<file path="src/rtl/brc_pkg.sv">
package brc_pkg;
  localparam int GROUP_WORDS = 4;
  localparam int BEATS_PER_GROUP = 2;

  typedef enum logic [1:0] {
    ST_IDLE,
    ST_WAIT,
    ST_BEAT1,
    ST_GAP
  } brc_state_e;
endpackage

</file>
<file path="src/rtl/brc_mem_model.sv">
module brc_mem_model #(
  parameter int WORD_W    = 32,
  parameter int ADDR_W    = 6,
  parameter int FIRST_LAT = 40,
  parameter int NEXT_LAT  = 4
) (
  input  logic                                     clk,
  input  logic                                     rst_n,
  input  logic                                     rd_req,
  input  logic                                     rd_first,
  input  logic [ADDR_W-1:0]                        rd_addr,
  output logic                                     grp_vld,
  output logic [brc_pkg::GROUP_WORDS*WORD_W-1:0]   grp_data
);
  localparam int MEM_WORDS = 1 << ADDR_W;
  localparam int MAX_LAT   = (FIRST_LAT > NEXT_LAT) ? FIRST_LAT : NEXT_LAT;
  localparam int LAT_W     = $clog2(MAX_LAT + 1);
  localparam logic [63:0] MIX = 64'h0000_0000_9E37_79B9;

  logic [WORD_W-1:0] store [MEM_WORDS];
  logic [LAT_W-1:0]  lat_cnt;
  logic [ADDR_W-1:0] addr_q;

  // fixed word content, computed per index
  for (genvar gi = 0; gi < MEM_WORDS; gi++) begin : g_store
    localparam logic [63:0] PROD = 64'(gi + 1) * MIX;
    assign store[gi] = PROD[WORD_W-1:0];
  end

  // latency counter: request in cycle r gives grp_vld in cycle r+LAT
  always_ff @(posedge clk) begin
    if (!rst_n) begin
      lat_cnt  <= '0;
      addr_q   <= '0;
      grp_vld  <= 1'b0;
      grp_data <= '0;
    end else begin
      grp_vld <= 1'b0;
      if (rd_req) begin
        lat_cnt <= rd_first ? LAT_W'(FIRST_LAT - 1) : LAT_W'(NEXT_LAT - 1);
        addr_q  <= rd_addr;
      end else if (lat_cnt != '0) begin
        lat_cnt <= lat_cnt - 1'b1;
        if (lat_cnt == LAT_W'(1)) begin
          grp_vld <= 1'b1;
          for (int w = 0; w < brc_pkg::GROUP_WORDS; w++) begin
            grp_data[w*WORD_W +: WORD_W] <= store[addr_q + ADDR_W'(w)];
          end
        end
      end
    end
  end
endmodule

</file>
<file path="src/rtl/brc_seq.sv">
module brc_seq #(
  parameter int WORD_W      = 32,
  parameter int ADDR_W      = 6,
  parameter int BLOCK_WORDS = 16,
  parameter int IDLE_CYC    = 2
) (
  input  logic                                     clk,
  input  logic                                     rst_n,
  input  logic                                     req_valid,
  input  logic [ADDR_W-1:0]                        req_addr,
  output logic                                     req_ready,
  input  logic                                     grp_vld,
  input  logic [brc_pkg::GROUP_WORDS*WORD_W-1:0]   grp_data,
  output logic                                     rd_req,
  output logic                                     rd_first,
  output logic [ADDR_W-1:0]                        rd_addr,
  output logic                                     out_valid,
  output logic [2*WORD_W-1:0]                      out_data,
  output logic                                     out_last,
  output logic                                     blk_start,
  output logic                                     blk_end
);
  import brc_pkg::*;

  localparam int GROUPS = BLOCK_WORDS / GROUP_WORDS;
  localparam int GI_W   = (GROUPS > 1) ? $clog2(GROUPS) : 1;
  localparam int GAP_W  = $clog2(IDLE_CYC + 1);
  localparam int HALF_W = BEATS_PER_GROUP * WORD_W;
  localparam logic [ADDR_W-1:0] ALIGN = ~ADDR_W'(BLOCK_WORDS - 1);

  brc_state_e        st;
  logic [GI_W-1:0]   grp_idx;
  logic [ADDR_W-1:0] base;
  logic [GAP_W-1:0]  gap_cnt;
  logic              start_q;
  logic              beat0;
  logic              last_grp;

  assign req_ready = (st == ST_IDLE);
  assign blk_start = req_ready && req_valid;
  assign blk_end   = (st == ST_GAP) && (gap_cnt == '0);
  assign beat0     = (st == ST_WAIT) && grp_vld;
  assign last_grp  = (grp_idx == GI_W'(GROUPS - 1));

  // first read one cycle after the address cycle, later reads overlap beats
  assign rd_req   = start_q || (beat0 && !last_grp);
  assign rd_first = start_q;
  assign rd_addr  = start_q ? base
                            : base + ADDR_W'((32'(grp_idx) + 1) * GROUP_WORDS);

  assign out_valid = beat0 || (st == ST_BEAT1);
  assign out_last  = (st == ST_BEAT1) && last_grp;
  assign out_data  = (st == ST_BEAT1) ? grp_data[2*HALF_W-1:HALF_W]
                                      : grp_data[HALF_W-1:0];

  always_ff @(posedge clk) begin
    if (!rst_n) begin
      st      <= ST_IDLE;
      grp_idx <= '0;
      base    <= '0;
      gap_cnt <= '0;
      start_q <= 1'b0;
    end else begin
      start_q <= 1'b0;
      case (st)
        ST_IDLE: begin
          if (req_valid) begin
            base    <= req_addr & ALIGN;
            grp_idx <= '0;
            start_q <= 1'b1;
            st      <= ST_WAIT;
          end
        end
        ST_WAIT: begin
          if (grp_vld) st <= ST_BEAT1;
        end
        ST_BEAT1: begin
          if (last_grp) begin
            gap_cnt <= GAP_W'(IDLE_CYC - 1);
            st      <= ST_GAP;
          end else begin
            grp_idx <= grp_idx + 1'b1;
            st      <= ST_WAIT;
          end
        end
        ST_GAP: begin
          if (gap_cnt == '0) st <= ST_IDLE;
          else gap_cnt <= gap_cnt - 1'b1;
        end
        default: st <= ST_IDLE;
      endcase
    end
  end
endmodule

</file>
<file path="src/rtl/brc_cyc_meter.sv">
module brc_cyc_meter #(
  parameter int CNT_W = 8
) (
  input  logic             clk,
  input  logic             rst_n,
  input  logic             blk_start,
  input  logic             blk_end,
  output logic [CNT_W-1:0] blk_cycles
);
  logic [CNT_W-1:0] run_cnt;

  // run_cnt holds the 1-based index of the current cycle within the block
  always_ff @(posedge clk) begin
    if (!rst_n) begin
      run_cnt    <= '0;
      blk_cycles <= '0;
    end else begin
      if (blk_start) run_cnt <= CNT_W'(2);
      else run_cnt <= run_cnt + 1'b1;
      if (blk_end) blk_cycles <= run_cnt;
    end
  end
endmodule

</file>
<file path="src/rtl/burst_block_reader.sv">
module burst_block_reader #(
  parameter int BLOCK_WORDS = 16,
  parameter int ADDR_W      = 6,
  parameter int WORD_W      = 32,
  parameter int FIRST_LAT   = 40,
  parameter int NEXT_LAT    = 4,
  parameter int IDLE_CYC    = 2,
  parameter int CNT_W       = 8
) (
  input  logic                clk,
  input  logic                rst_n,
  input  logic                req_valid,
  output logic                req_ready,
  input  logic [ADDR_W-1:0]   req_addr,
  output logic                out_valid,
  output logic [2*WORD_W-1:0] out_data,
  output logic                out_last,
  output logic [CNT_W-1:0]    blk_cycles
);
  localparam int GRP_W = brc_pkg::GROUP_WORDS * WORD_W;

  logic              rd_req;
  logic              rd_first;
  logic [ADDR_W-1:0] rd_addr;
  logic              grp_vld;
  logic [GRP_W-1:0]  grp_data;
  logic              blk_start;
  logic              blk_end;

  brc_mem_model #(
    .WORD_W(WORD_W), .ADDR_W(ADDR_W),
    .FIRST_LAT(FIRST_LAT), .NEXT_LAT(NEXT_LAT)
  ) u_mem (
    .clk(clk), .rst_n(rst_n),
    .rd_req(rd_req), .rd_first(rd_first), .rd_addr(rd_addr),
    .grp_vld(grp_vld), .grp_data(grp_data)
  );

  brc_seq #(
    .WORD_W(WORD_W), .ADDR_W(ADDR_W),
    .BLOCK_WORDS(BLOCK_WORDS), .IDLE_CYC(IDLE_CYC)
  ) u_seq (
    .clk(clk), .rst_n(rst_n),
    .req_valid(req_valid), .req_addr(req_addr), .req_ready(req_ready),
    .grp_vld(grp_vld), .grp_data(grp_data),
    .rd_req(rd_req), .rd_first(rd_first), .rd_addr(rd_addr),
    .out_valid(out_valid), .out_data(out_data), .out_last(out_last),
    .blk_start(blk_start), .blk_end(blk_end)
  );

  brc_cyc_meter #(.CNT_W(CNT_W)) u_meter (
    .clk(clk), .rst_n(rst_n),
    .blk_start(blk_start), .blk_end(blk_end),
    .blk_cycles(blk_cycles)
  );
endmodule

</file>
<file path="config.mk">
export PLATFORM = sky130hd
export DESIGN_NAME = burst_block_reader
export DESIGN_NICKNAME = d
export VERILOG_FILES = /design/src/rtl/brc_pkg.sv /design/src/rtl/brc_mem_model.sv /design/src/rtl/brc_seq.sv /design/src/rtl/brc_cyc_meter.sv /design/src/rtl/burst_block_reader.sv
export SDC_FILE = /design/constraint.sdc
export NUM_CORES = 1
export LEC_CHECK = 0
export BUFFER_PORTS_ARGS = -buffer_cell sky130_fd_sc_hd__buf_2
export CAP_MARGIN = 20
export CORE_AREA = 2 2 129 131
export DETAILED_ROUTE_END_ITERATION = 7
export DIE_AREA = 0 0 131 133
export RECOVER_POWER = 25
export SLEW_MARGIN = 20
export SYNTH_ARGS = -nofsm -noshare
export SYNTH_HDL_FRONTEND = slang
export SYNTH_SLANG_ARGS = --single-unit
export TNS_END_PERCENT = 5
</file>
<file path="constraint.sdc">
create_clock -name clk -period 4 [get_ports clk]
set_input_delay 0 -clock clk [delete_from_list [all_inputs] [get_ports clk]]
set_output_delay 0 -clock clk [all_outputs]
set_load 0.05 [all_outputs]
</file>
# [After elaboration in Yosys (flattened, before gate mapping)]
# Memories as Yosys holds them, arrays and structs flattened. A register that Yosys moved wholly into a read port is not among the register bits.
# Cells that the tools add are included.
[totals] reg_bits=38 mem_bits_ro=8192 inputBits=9 out_inout_bits=75 memories=4
[op_classes] add_sub_neg=9 n_eq_ne=11 mux=19 n_bitwise=7 reduce_logical=26
[mem_list] memory="(no name shown)" words=64 width=32 read_ports=1 rd_ports_with_merged_regs=1 wr=0 line_no="brc_mem_model.sv:47" text="grp_data[w*WORD_W +: WORD_W] <= store[addr_q + ADDR_W'(w)];"
[mem_list] memory="(no name shown)" words=64 width=32 read_ports=1 rd_ports_with_merged_regs=1 wr=0 line_no="brc_mem_model.sv:47"
[mem_list] memory="(no name shown)" words=64 width=32 read_ports=1 rd_ports_with_merged_regs=1 wr=0 line_no="brc_mem_model.sv:47"
[mem_list] memory="(no name shown)" words=64 width=32 read_ports=1 rd_ports_with_merged_regs=1 wr=0 line_no="brc_mem_model.sv:47"
[ops] op="$mux 64" n=1
[ops] op="$not 6->7" n=4
[ops] op="$mux 6" n=4
[ops] op="$mux 2" n=9
[ops] op="$add 6x2->6 const B" n=2
[ops] op="$reduce_and 3->1" n=4
[ops] op="$ne 2x2->1 const B" n=5
[ops] op="$add 8x1->8 const B" n=1
[ops] op="$pmux 2 s2" n=2
[ops] op="$pmux 2 s4" n=1
[ops] op="$add 6x1->6 const B" n=1
[ops] op="$add 6x6->6" n=1
[ops] op="$eq 2x2->1 const B" n=3
[ops] op="$eq 6x1->1 const B" n=1
[ops] op="$reduce_bool 2->1" n=3
[ops] op="$reduce_bool 6->1" n=1
[ops] op="$sub 6x1->6 const B" n=1
[ops] op="$logic_and 1x1->1" n=5
[ops] op="$logic_not 1->1" n=5
[ops] op="$logic_not 2->1" n=2
[ops] op="$reduce_and 2->1" n=2
[ops] op="$add 2x1->3 const B" n=1
[ops] op="$not 1->1" n=3
[ops] op="$reduce_or 3->1" n=1
[ops] op="other kinds (7)" n=9

# [Depth between registers and ports, before layout]
# Gate-level depths: netlist of the first run.
[depth] ltp_word=6 ltp_mapped=9 mapped_depth_nobuf=6

# [By module]
# A second synthesis of the first run with hierarchy kept.
[hier_totals] cells_unflattened=2467 area_unflattened_um2=16412.0
[modules_own_cells] module="brc_mem_model" instances=1 cells_each=2138 area_each_um2=14467.6 seq_area_each_um2=2782.7
[modules_own_cells] module="brc_seq" instances=1 cells_each=270 area_each_um2=1332.5 seq_area_each_um2=180.2
[modules_own_cells] module="brc_cyc_meter" instances=1 cells_each=59 area_each_um2=611.8 seq_area_each_um2=320.3

# [Worst setup path after synthesis of the first run]
# OpenSTA, ideal clock, no wires.
[synth_timing] path_kind="register to register" from="register u_mem.addr_q[3]" to="register u_mem.grp_data[69] (netlist name)" setup_time_ns=0.086 arrival_time_ns=2.059 slack_ns=1.856 path_stages_with_launch=9 n_path_buf=2 cell_sequence="dfxtp_1 > clkbuf_1 > inv_1 > ha_1 > clkbuf_1 > nand2_1 > a21boi_0 > xnor2_1 > a211oi_1"
[synth_between] elab_chain_len=2
[synth_rtl] element="start, declared" line_no="brc_mem_model.sv:22" text="logic [ADDR_W-1:0] addr_q;"
[synth_rtl] element="start signal, assigned" line_no="brc_mem_model.sv:41" text="addr_q <= rd_addr;"
[synth_rtl] element="$add 6x2->6" line_no="brc_mem_model.sv:47"
[synth_rtl] element="$not 6->7 (not written as such)" line_no="brc_mem_model.sv:47"
[synth_rtl] element="end, declared" line_no="brc_mem_model.sv:13" text="output logic [brc_pkg::GROUP_WORDS*WORD_W-1:0] grp_data"
# Every way passes these cells.
# A chain may end at the register's enable or synchronous reset.

# [Worst setup path after layout of the first run]
[layout_timing] from="register u_seq.grp_idx[0]" to="register u_mem.grp_data[123] (netlist name)"
[layout_between] elab_chain_len=6
[layout_rtl] element="start, declared" line_no="brc_seq.sv:32" text="logic [GI_W-1:0] grp_idx;"
[layout_rtl] element="start signal, assigned" line_no="brc_seq.sv:82" text="grp_idx <= grp_idx + 1'b1;"
[layout_rtl] element="$eq 2x2->1" line_no="brc_seq.sv:43" text="assign last_grp = (grp_idx == GI_W'(GROUPS - 1));"
[layout_rtl] element="$logic_not 1->1" line_no="brc_seq.sv:46" text="assign rd_req = start_q || (beat0 && !last_grp);"
[layout_rtl] element="$logic_and 1x1->1" line_no="brc_seq.sv:46"
[layout_rtl] element="$logic_or 1x1->1" line_no="brc_seq.sv:46"
[layout_rtl] element="$not 1->1 (no source line)"
[layout_rtl] element="$reduce_and 3->1 (no source line)"
# Every way passes these cells.

==> impl_metrics.toml, run 1 <==
[critical_path]
r2r.worst_path.cells = 7
path_cells = "ha_1 -> nor4bb_1 -> clkbuf_1 -> or4_2 -> buf_4 -> or3_1 -> a21oi_1"
crit_path_end_kind = "flop"
critPathRequiredTime_ns = 4.36
worstReg2RegEnd = "u_mem.grp_data[123]"
setup.worst_path.class = "flop to flop"
r2r_start = "u_seq.grp_idx[0]"
cp.arrival_ns = 3.24
slowest_stage = "or4_2"
setup.worst_path.start_class = "flop"
cpPeakStageDelay_ns = 0.69
crit_fanout = 81
rrSetupSlack_ns = 1.12

[yosys]
syn_area_um2 = 6882
syn_avg_cell_area_um2 = 7.290
syn-num-nets = 973
synth_seq_cells = 134
synthArstFlopShare_pct = 0
synth_cell_types = 52
ys.flop_type = "dfxtp_1"
netlist_instances = 944
ys_warn_count = 0
synth_seq_area_share_pct = 38.98
synth-edff-count = 0

[clocking]
clock_latency_ns = 0.43
cts_setup_buffers = 0
cts_htree_levels = 4
root_buffer = "clkbuf_16"
cts_tree = "done"
clk_pin_slew_ns = 0.06
cts_buffer_depth = 2
cts_buffers = 17
cts.sinks = 134

[detailed_routing]
drt-pass1-iter-count = 5
vias = 6510
wl_per_cell_um = 16.33
detail-route-antenna-nets = 0
drt_iter0_markers = 621
vias_per_cell = 5.398
drcViolationCount = 0
finalWirelength_um = 19690

[cells_and_area]
fin_nets = 1002
drive_gt1_share_pct = 12.07
final_util_pct = 49.52
antenna_cells = 0
syn2layout_area_growth_pct = 16.38
num-fill-cells = 1654

[sta]
final-hold-violation-count = 0
rsz0062_at_grt = "false"
clock.fmax_ghz = 0.3472
tns_ns = 0
period_share_pct = 72.00
worst_pin_slew_ns = 1.057
slew_viol_final = 0
maxSlewHeadroom_pct = 29.53
finalSetupViolCount = 0
clock_skew_ns = 0.005013
period_minus_slack_ns = 2.880

[die]
io_pins = 84
die_area_um2 = 17420
rows = 47
start_util_pct = 42.55
core_region_area_um2 = 16170
die_x_um = 131
dieHeight_um = 133

[placed_design]
gp_congestion = 0.8806
port_buffers = 78
detailed_place_hpwl_um = 12400

[grt]
grt_pass1_vias = 5965
grt_usage_pct = 23.47
antenna_found_initial = 0
grt_pass1_wl_um = 32090
overflow = 0
grt_max_degree = 108

[pwr]
power.total_mw = 4.966
irDropWorstVdd_mv = 0.3696
powerDensity_nw_per_um2 = 620.1
leakage_nw = 3.441

[run]
maxCapViolCount = 0

[min_path]
hp-start = "rst_n"
hold_end = "u_mem.grp_data[112]"
hold_class = "input port to flop"
hold_depth = 2

[status]
status = "finished clean"
## layer usage
metal  up-vias  wire length, um  part of all wire [%]  global-route usage [%]
li1       3266                -                     -                       -
met5         -                0                     0                       0
met3        31              996                   5.1                   3.963
met1      3029             9650                    49                   34.85
met2       184             8606                    44                   33.97
met4         0              437                   2.2                   8.511
## area by class of cell
cell class,count,area [um2],area share (%)
multi-input combinational,713,3812,47.60
sequential,134,2685,33.53
timing repair buffer,95,518.0,6.468
clock buffer,23,478.0,5.968
tap,220,275.3,3.437
clock inverter,9,195.2,2.437
inverter,12,45.04,0.5624
## what timing repair did
| item | CTS | global route |
|---|---|---|
| hold endpoints to repair | 3 | 0 |
| hold buffers | 3 | 0 |
| resized for setup | 0 | 0 |
## cell usage after synthesis (3+ instances only)
| library cell | n | area (um2) |
|---|---|---|
| or2_2 | 4 | 25.02 |
| nand3b_1 | 5 | 37.54 |
| a311oi_1 | 8 | 70.07 |
| and3_1 | 3 | 18.77 |
| buf_2 | 10 | 50.05 |
| a211oi_1 | 19 | 142.6 |
| o211a_1 | 15 | 150.1 |
| xor2_1 | 10 | 87.58 |
| or3_1 | 6 | 37.54 |
| nor2_1 | 91 | 341.6 |
| o22ai_1 | 3 | 18.77 |
| o211ai_1 | 18 | 135.1 |
| and2_1 | 10 | 62.56 |
| nand3_1 | 11 | 55.05 |
| xnor2_1 | 6 | 52.55 |
| a211o_1 | 5 | 43.79 |
| dfxtp_1 | 134 | 2683 |
| clkbuf_1 | 70 | 262.8 |
| o221ai_1 | 3 | 26.28 |
| mux2i_1 | 7 | 70.07 |
| a21oi_1 | 77 | 385.4 |
| nand2_1 | 254 | 953.4 |
| nor2b_1 | 9 | 56.30 |
| nand2b_1 | 16 | 100.1 |
| o21ai_0 | 33 | 165.2 |
| ha_1 | 20 | 250.2 |
| a2111oi_0 | 3 | 26.28 |
| o311ai_0 | 5 | 43.79 |
| o21a_1 | 3 | 22.52 |
| inv_1 | 12 | 45.04 |
| nor3_1 | 46 | 230.2 |
| a21boi_0 | 3 | 22.52 |
## kinds of logic after synthesis
group	Yosys count	share of synthesized area, %
AO/OA/AOI/OAI	205	19.51
XOR/XNOR	16	2.036
adder cells (fa/ha/maj)	20	3.636
buffers and inverters	97	5.691
flip-flops	134	38.98
multiplexers	8	1.182
other	1	0.05449
AND/OR/NAND/NOR	463	28.91
## sequential cells by signal, indices dropped and copies added, names as in the netlist
register and flops:
u_mem.lat_cnt 6, u_mem.addr_q 4, u_meter.blk_cycles 8, u_seq.base 2, u_seq.gap_cnt 2, u_mem.grp_data 98, u_seq.st 2, u_meter.run_cnt 8
u_seq.grp_idx 2, u_mem.grp_vld 1, u_seq.rd_first 1
## worst max-delay path by stage
stage                     endpoint              from  slack, ns  cells past startpoint
2_1_floorplan   u_mem.grp_data[69]   u_mem.addr_q[3]       1.86                      8
4_1_cts        u_mem.grp_data[112]  u_seq.grp_idx[0]       1.24                      7
6_report       u_mem.grp_data[123]  u_seq.grp_idx[0]       1.12                      7
5_1_grt        u_mem.grp_data[104]  u_seq.grp_idx[0]       0.91                      7
3_5_place_dp   u_mem.grp_data[112]  u_seq.grp_idx[0]       1.26                      7
3_3_place_gp   u_mem.grp_data[112]  u_seq.grp_idx[0]       1.28                      7
## where the power goes
part,internal [mW],switching (mW),leakage [nW]
Sequential,1.57,0.146,1.09
Clock,1.21,0.580,0.331
Combinational,0.453,1.01,2.02
## placed cells by master, fill, tap and decap left out, drive strengths merged, types with 7 or more instances in the layout
master	count
nand3	11
inv	12
xor2	10
nor2b	9
o211ai	18
nand2b	16
a311oi	8
nand2	254
o21ai	33
mux2i	7
clkbuf	37
ha	20
o211a	15
dfxtp	134
a211oi	19
nor3	46
a21oi	77
and2	10
buf	78
nor2	91
## per-stage QoR
stage          area, um2  std cells  hold WS, ns  worst slack [ns]
2_1_floorplan       6882        944       0.1145             1.856
3_3_place_gp        7347       1171       0.2426             1.281
3_5_place_dp        7347       1171       0.2493             1.263
4_1_cts             8050       1206      0.03081             1.240
5_1_grt             8009       1206      0.03912            0.9100
6_report            8009       1206      0.02573             1.120
## critical path: cells and delay by family, from the launching register on
| kind | cells | cell delay, ns |
|---|---|---|
| adders and majority gates | 1 | 0.32 |
| buffers and inverters | 2 | 0.67 |
| and+or+nand+nor | 3 | 1.26 |
| AOI/OAI and AO/OA | 1 | 0.15 |
| DFF | 1 | 0.37 |
Note: power is estimated with default switching activity, not from simulation.
==> inputs of run 2 (changes only) <==
--- a/config.mk
+++ b/config.mk
@@ -5,11 +5,12 @@
 export SDC_FILE = /design/constraint.sdc
 export NUM_CORES = 1
 export LEC_CHECK = 0
+export ABC_AREA = 1
 export BUFFER_PORTS_ARGS = -buffer_cell sky130_fd_sc_hd__buf_2
 export CAP_MARGIN = 20
-export CORE_AREA = 2 2 129 131
+export CORE_AREA = 2 2 128 130
 export DETAILED_ROUTE_END_ITERATION = 7
-export DIE_AREA = 0 0 131 133
+export DIE_AREA = 0 0 130 132
 export RECOVER_POWER = 25
 export SLEW_MARGIN = 20
 export SYNTH_ARGS = -nofsm -noshare
==> constraint.sdc (replaced) <==
create_clock -name clk -period 2.67 [get_ports clk]
set_input_delay 0 -clock clk [delete_from_list [all_inputs] [get_ports clk]]
set_output_delay 0 -clock clk [all_outputs]
set_load 0.05 [all_outputs]
==> run 2 against run 1 <==
Count of clock-buffer cells in the layout down 3. Non-clock buffer count up 4. First-iteration DRC count down 29%. Routed wire length down 5.9%. Sequential share of layout area up 0.19 points. Critical path depth down 1. Via count up 1.6%. Core utilization up 1.1 points. Largest power group is now combinational cells. Register-to-register slack worse by 0.67 ns.
==> impl_metrics.toml, run 2 <==
[die]
die_area_um2 = 17160
dieHeight_um = 132
die_x_um = 130
io_pins = 84
core_region_area_um2 = 15710
start_util_pct = 43.43
rows = 46

[cells_and_area]
largest_register_ff_count = 98
drive_gt1_share_pct = 10.24
fin_area_um2 = 7956
seq_area_um2 = 2683
multi_input_area_um2 = 3552
largest_register = "u_mem.grp_data"
final_common_cell = "nand2_1"
antenna_cells = 0
layout_common_cells = "nand2_1 (330), nor2_1 (215), dfxtp_1 (134)"
syn2layout_area_growth_pct = 16.59
reg_top3 = "u_mem.grp_data: 98 flops, u_meter.blk_cycles: 8 flops, u_meter.run_cnt: 8 flops"
num-fill-cells = 1657
fin_nets = 1159
final_util_pct = 50.64

[clocking]
clk_pin_slew_ns = 0.06
clock_latency_ns = 0.42
root_buffer = "clkbuf_16"
cts_tree = "done"
cts.sinks = 134
cts_buffers = 17
cts_buffer_depth = 2
cts_htree_levels = 4

[sta]
rsz0062_at_grt = "false"
slew_viol_final = 0
worst_pin_slew_ns = 0.7458
period_minus_slack_ns = 2.221
period_share_pct = 83.18
clock.fmax_ghz = 0.4503
clock_skew_ns = 0.009257
final-hold-violation-count = 0
finalSetupViolCount = 0
maxSlewHeadroom_pct = 50.28
tns_ns = 0

[yosys]
synth_most_common_cell = "nand2_1"
synth_common_cells = "nand2_1 (330), nor2_1 (216), dfxtp_1 (134), o21ai_0 (115), inv_1 (75)"
synth_top_area_share_pct = 39.31
ys.flop_type = "dfxtp_1"
synth-edff-count = 0
syn-num-nets = 1104
ys_warn_count = 0
synth_cell_types = 32
syn_avg_cell_area_um2 = 6.348
synth_top_cell_by_area = "dfxtp_1"
synthArstFlopShare_pct = 0
syn_area_um2 = 6824
synth_seq_area_share_pct = 39.31
netlist_instances = 1075
ys_top_cells_by_area = "dfxtp_1 (39%), nand2_1 (18%), nor2_1 (12%), o21ai_0 (8.4%), inv_1 (4.1%)"
synth_seq_cells = 134

[detailed_routing]
drt_iter0_markers = 441
finalWirelength_um = 18520
drcViolationCount = 0
vias_per_cell = 4.866
vias = 6613
detail-route-antenna-nets = 0
wl_per_cell_um = 13.63
drt-pass1-iter-count = 7

[run]
maxCapViolCount = 0

[pwr]
pwr-share-comb_pct = 35.4
clockPowerShare_pct = 31.1
leakage_nw = 3.902
powerDensity_nw_per_um2 = 976.5
p_sw_mw = 3.115
irDropWorstVdd_mv = 0.6144
p_sw_share_pct = 40.09
internal_power_mw = 4.654
power.total_mw = 7.769
pwr-share-seq_pct = 33.5

[critical_path]
r2r_start = "u_mem.addr_q[3]"
critPathRequiredTime_ns = 2.67
setup.worst_path.start_class = "flop"
crit_fanout = 43
slowest_stage = "dfxtp_1"
crit_path_end_kind = "output pin"
crit_start = "u_seq.st[0]"
cp.arrival_ns = 2.22
setup.worst_path.class = "flop to output pin"
path_cells = "nor2_4 -> inv_1 -> buf_12 -> nand2_1 -> o21ai_0 -> buf_2"
cpPeakStageDelay_ns = 0.50

[placed_design]
gp_congestion = 0.8840
detailed_place_hpwl_um = 12530
placed_area_um2 = 7335
port_buffers = 78

[grt]
overflow = 0
grt_pass1_vias = 5977
grt_pass1_wl_um = 30480
antenna_found_initial = 0
grt_max_degree = 60
grt_usage_pct = 22.19

[min_path]
hold_class = "input port to flop"
hp-start = "req_addr[4]"

[status]
status = "finished clean"
[run 2: cell types whose count changed after synthesis, sizes merged, moves of 17 or more]
| cell | change |
|---|---|
| nor2 | +127 |
| o21ai | +84 |
| nand2 | +77 |
| inv | +66 |
| a21oi | -48 |
| nand3 | +44 |
| nor3 | -41 |
| clkbuf | -39 |
| a211oi | -19 |
| buf | +17 |
[run 2: per-layer routing]
metal  up-vias  track usage (%)  wire [um]  share of wire (%)
met5         -                0          0                  0
met4         0            6.332        281                1.5
met3        27            4.545        808                4.4
met2       157            34.32       8524                 46
met1      2958            31.27       8909                 48
li1       3471                -          -                  -
[run 2: metrics by stage]
stage	setup slack (ns)	cells	hold WS, ns
finish	0.4490	1359	0.3413
global route	0.2596	1359	0.3437
detailed placement	0.5301	1322	0.2290
global placement	0.5624	1322	0.2364
CTS	0.4493	1359	0.3166
floorplan	0.2972	1075	0.1391
[run 2: path summary, 6_finish.rpt]
check                                           to  slack [ns]  cells past startpoint
worst max-delay path                  out_data[22]        0.45                      6
worst min-delay path                 u_seq.base[4]        0.34                      3
worst max register to register  u_mem.grp_data[73]        0.45                      8
worst min register to register  u_mem.grp_data[79]        0.45                      2
[run 2: cell type report]
type | count | share of cell area [%]
timing repair buffer | 99 | 6.825
inverter | 80 | 3.774
sequential | 134 | 33.72
tap | 216 | 3.397
clock inverter | 12 | 1.903
multi-input combinational | 798 | 44.65
clock buffer | 20 | 5.740
[run 2: cells by family after synthesis]
group,after synthesis,synth area share (%)
adder cells (fa/ha/maj),20,3.667
flip-flops,134,39.31
AO/OA/AOI/OAI,156,11.77
XOR/XNOR,7,0.8984
other,1,0.05495
buffers and inverters,143,8.654
AND/OR/NAND/NOR,614,35.64
[run 2: worst max-delay path: cells and delay by family (launching register included)]
family / cells / cell delay, ns
AOI/OAI and AO/OA: 1 / 0.12
and+or+nand+nor: 2 / 0.14
buffers and inverters: 3 / 1.01
DFF: 1 / 0.50
[run 2: repair_timing]
item	in CTS	in global routing
resized for setup	0	0
setup buffers	0	0
hold endpoints to repair	17	0
hold buffers	5	0
[run 2: power groups by stage]
stage | Combinational [mW] | Sequential, mW | Clock (mW)
final | 2.75 | 2.60 | 2.42
after global routing | 3.06 | 2.65 | 2.55
after CTS | 2.77 | 2.60 | 2.47
after detailed placement | 2.75 | 2.65 | 0
after global placement | 2.74 | 2.64 | 0
after floorplan | 2.22 | 2.61 | 0
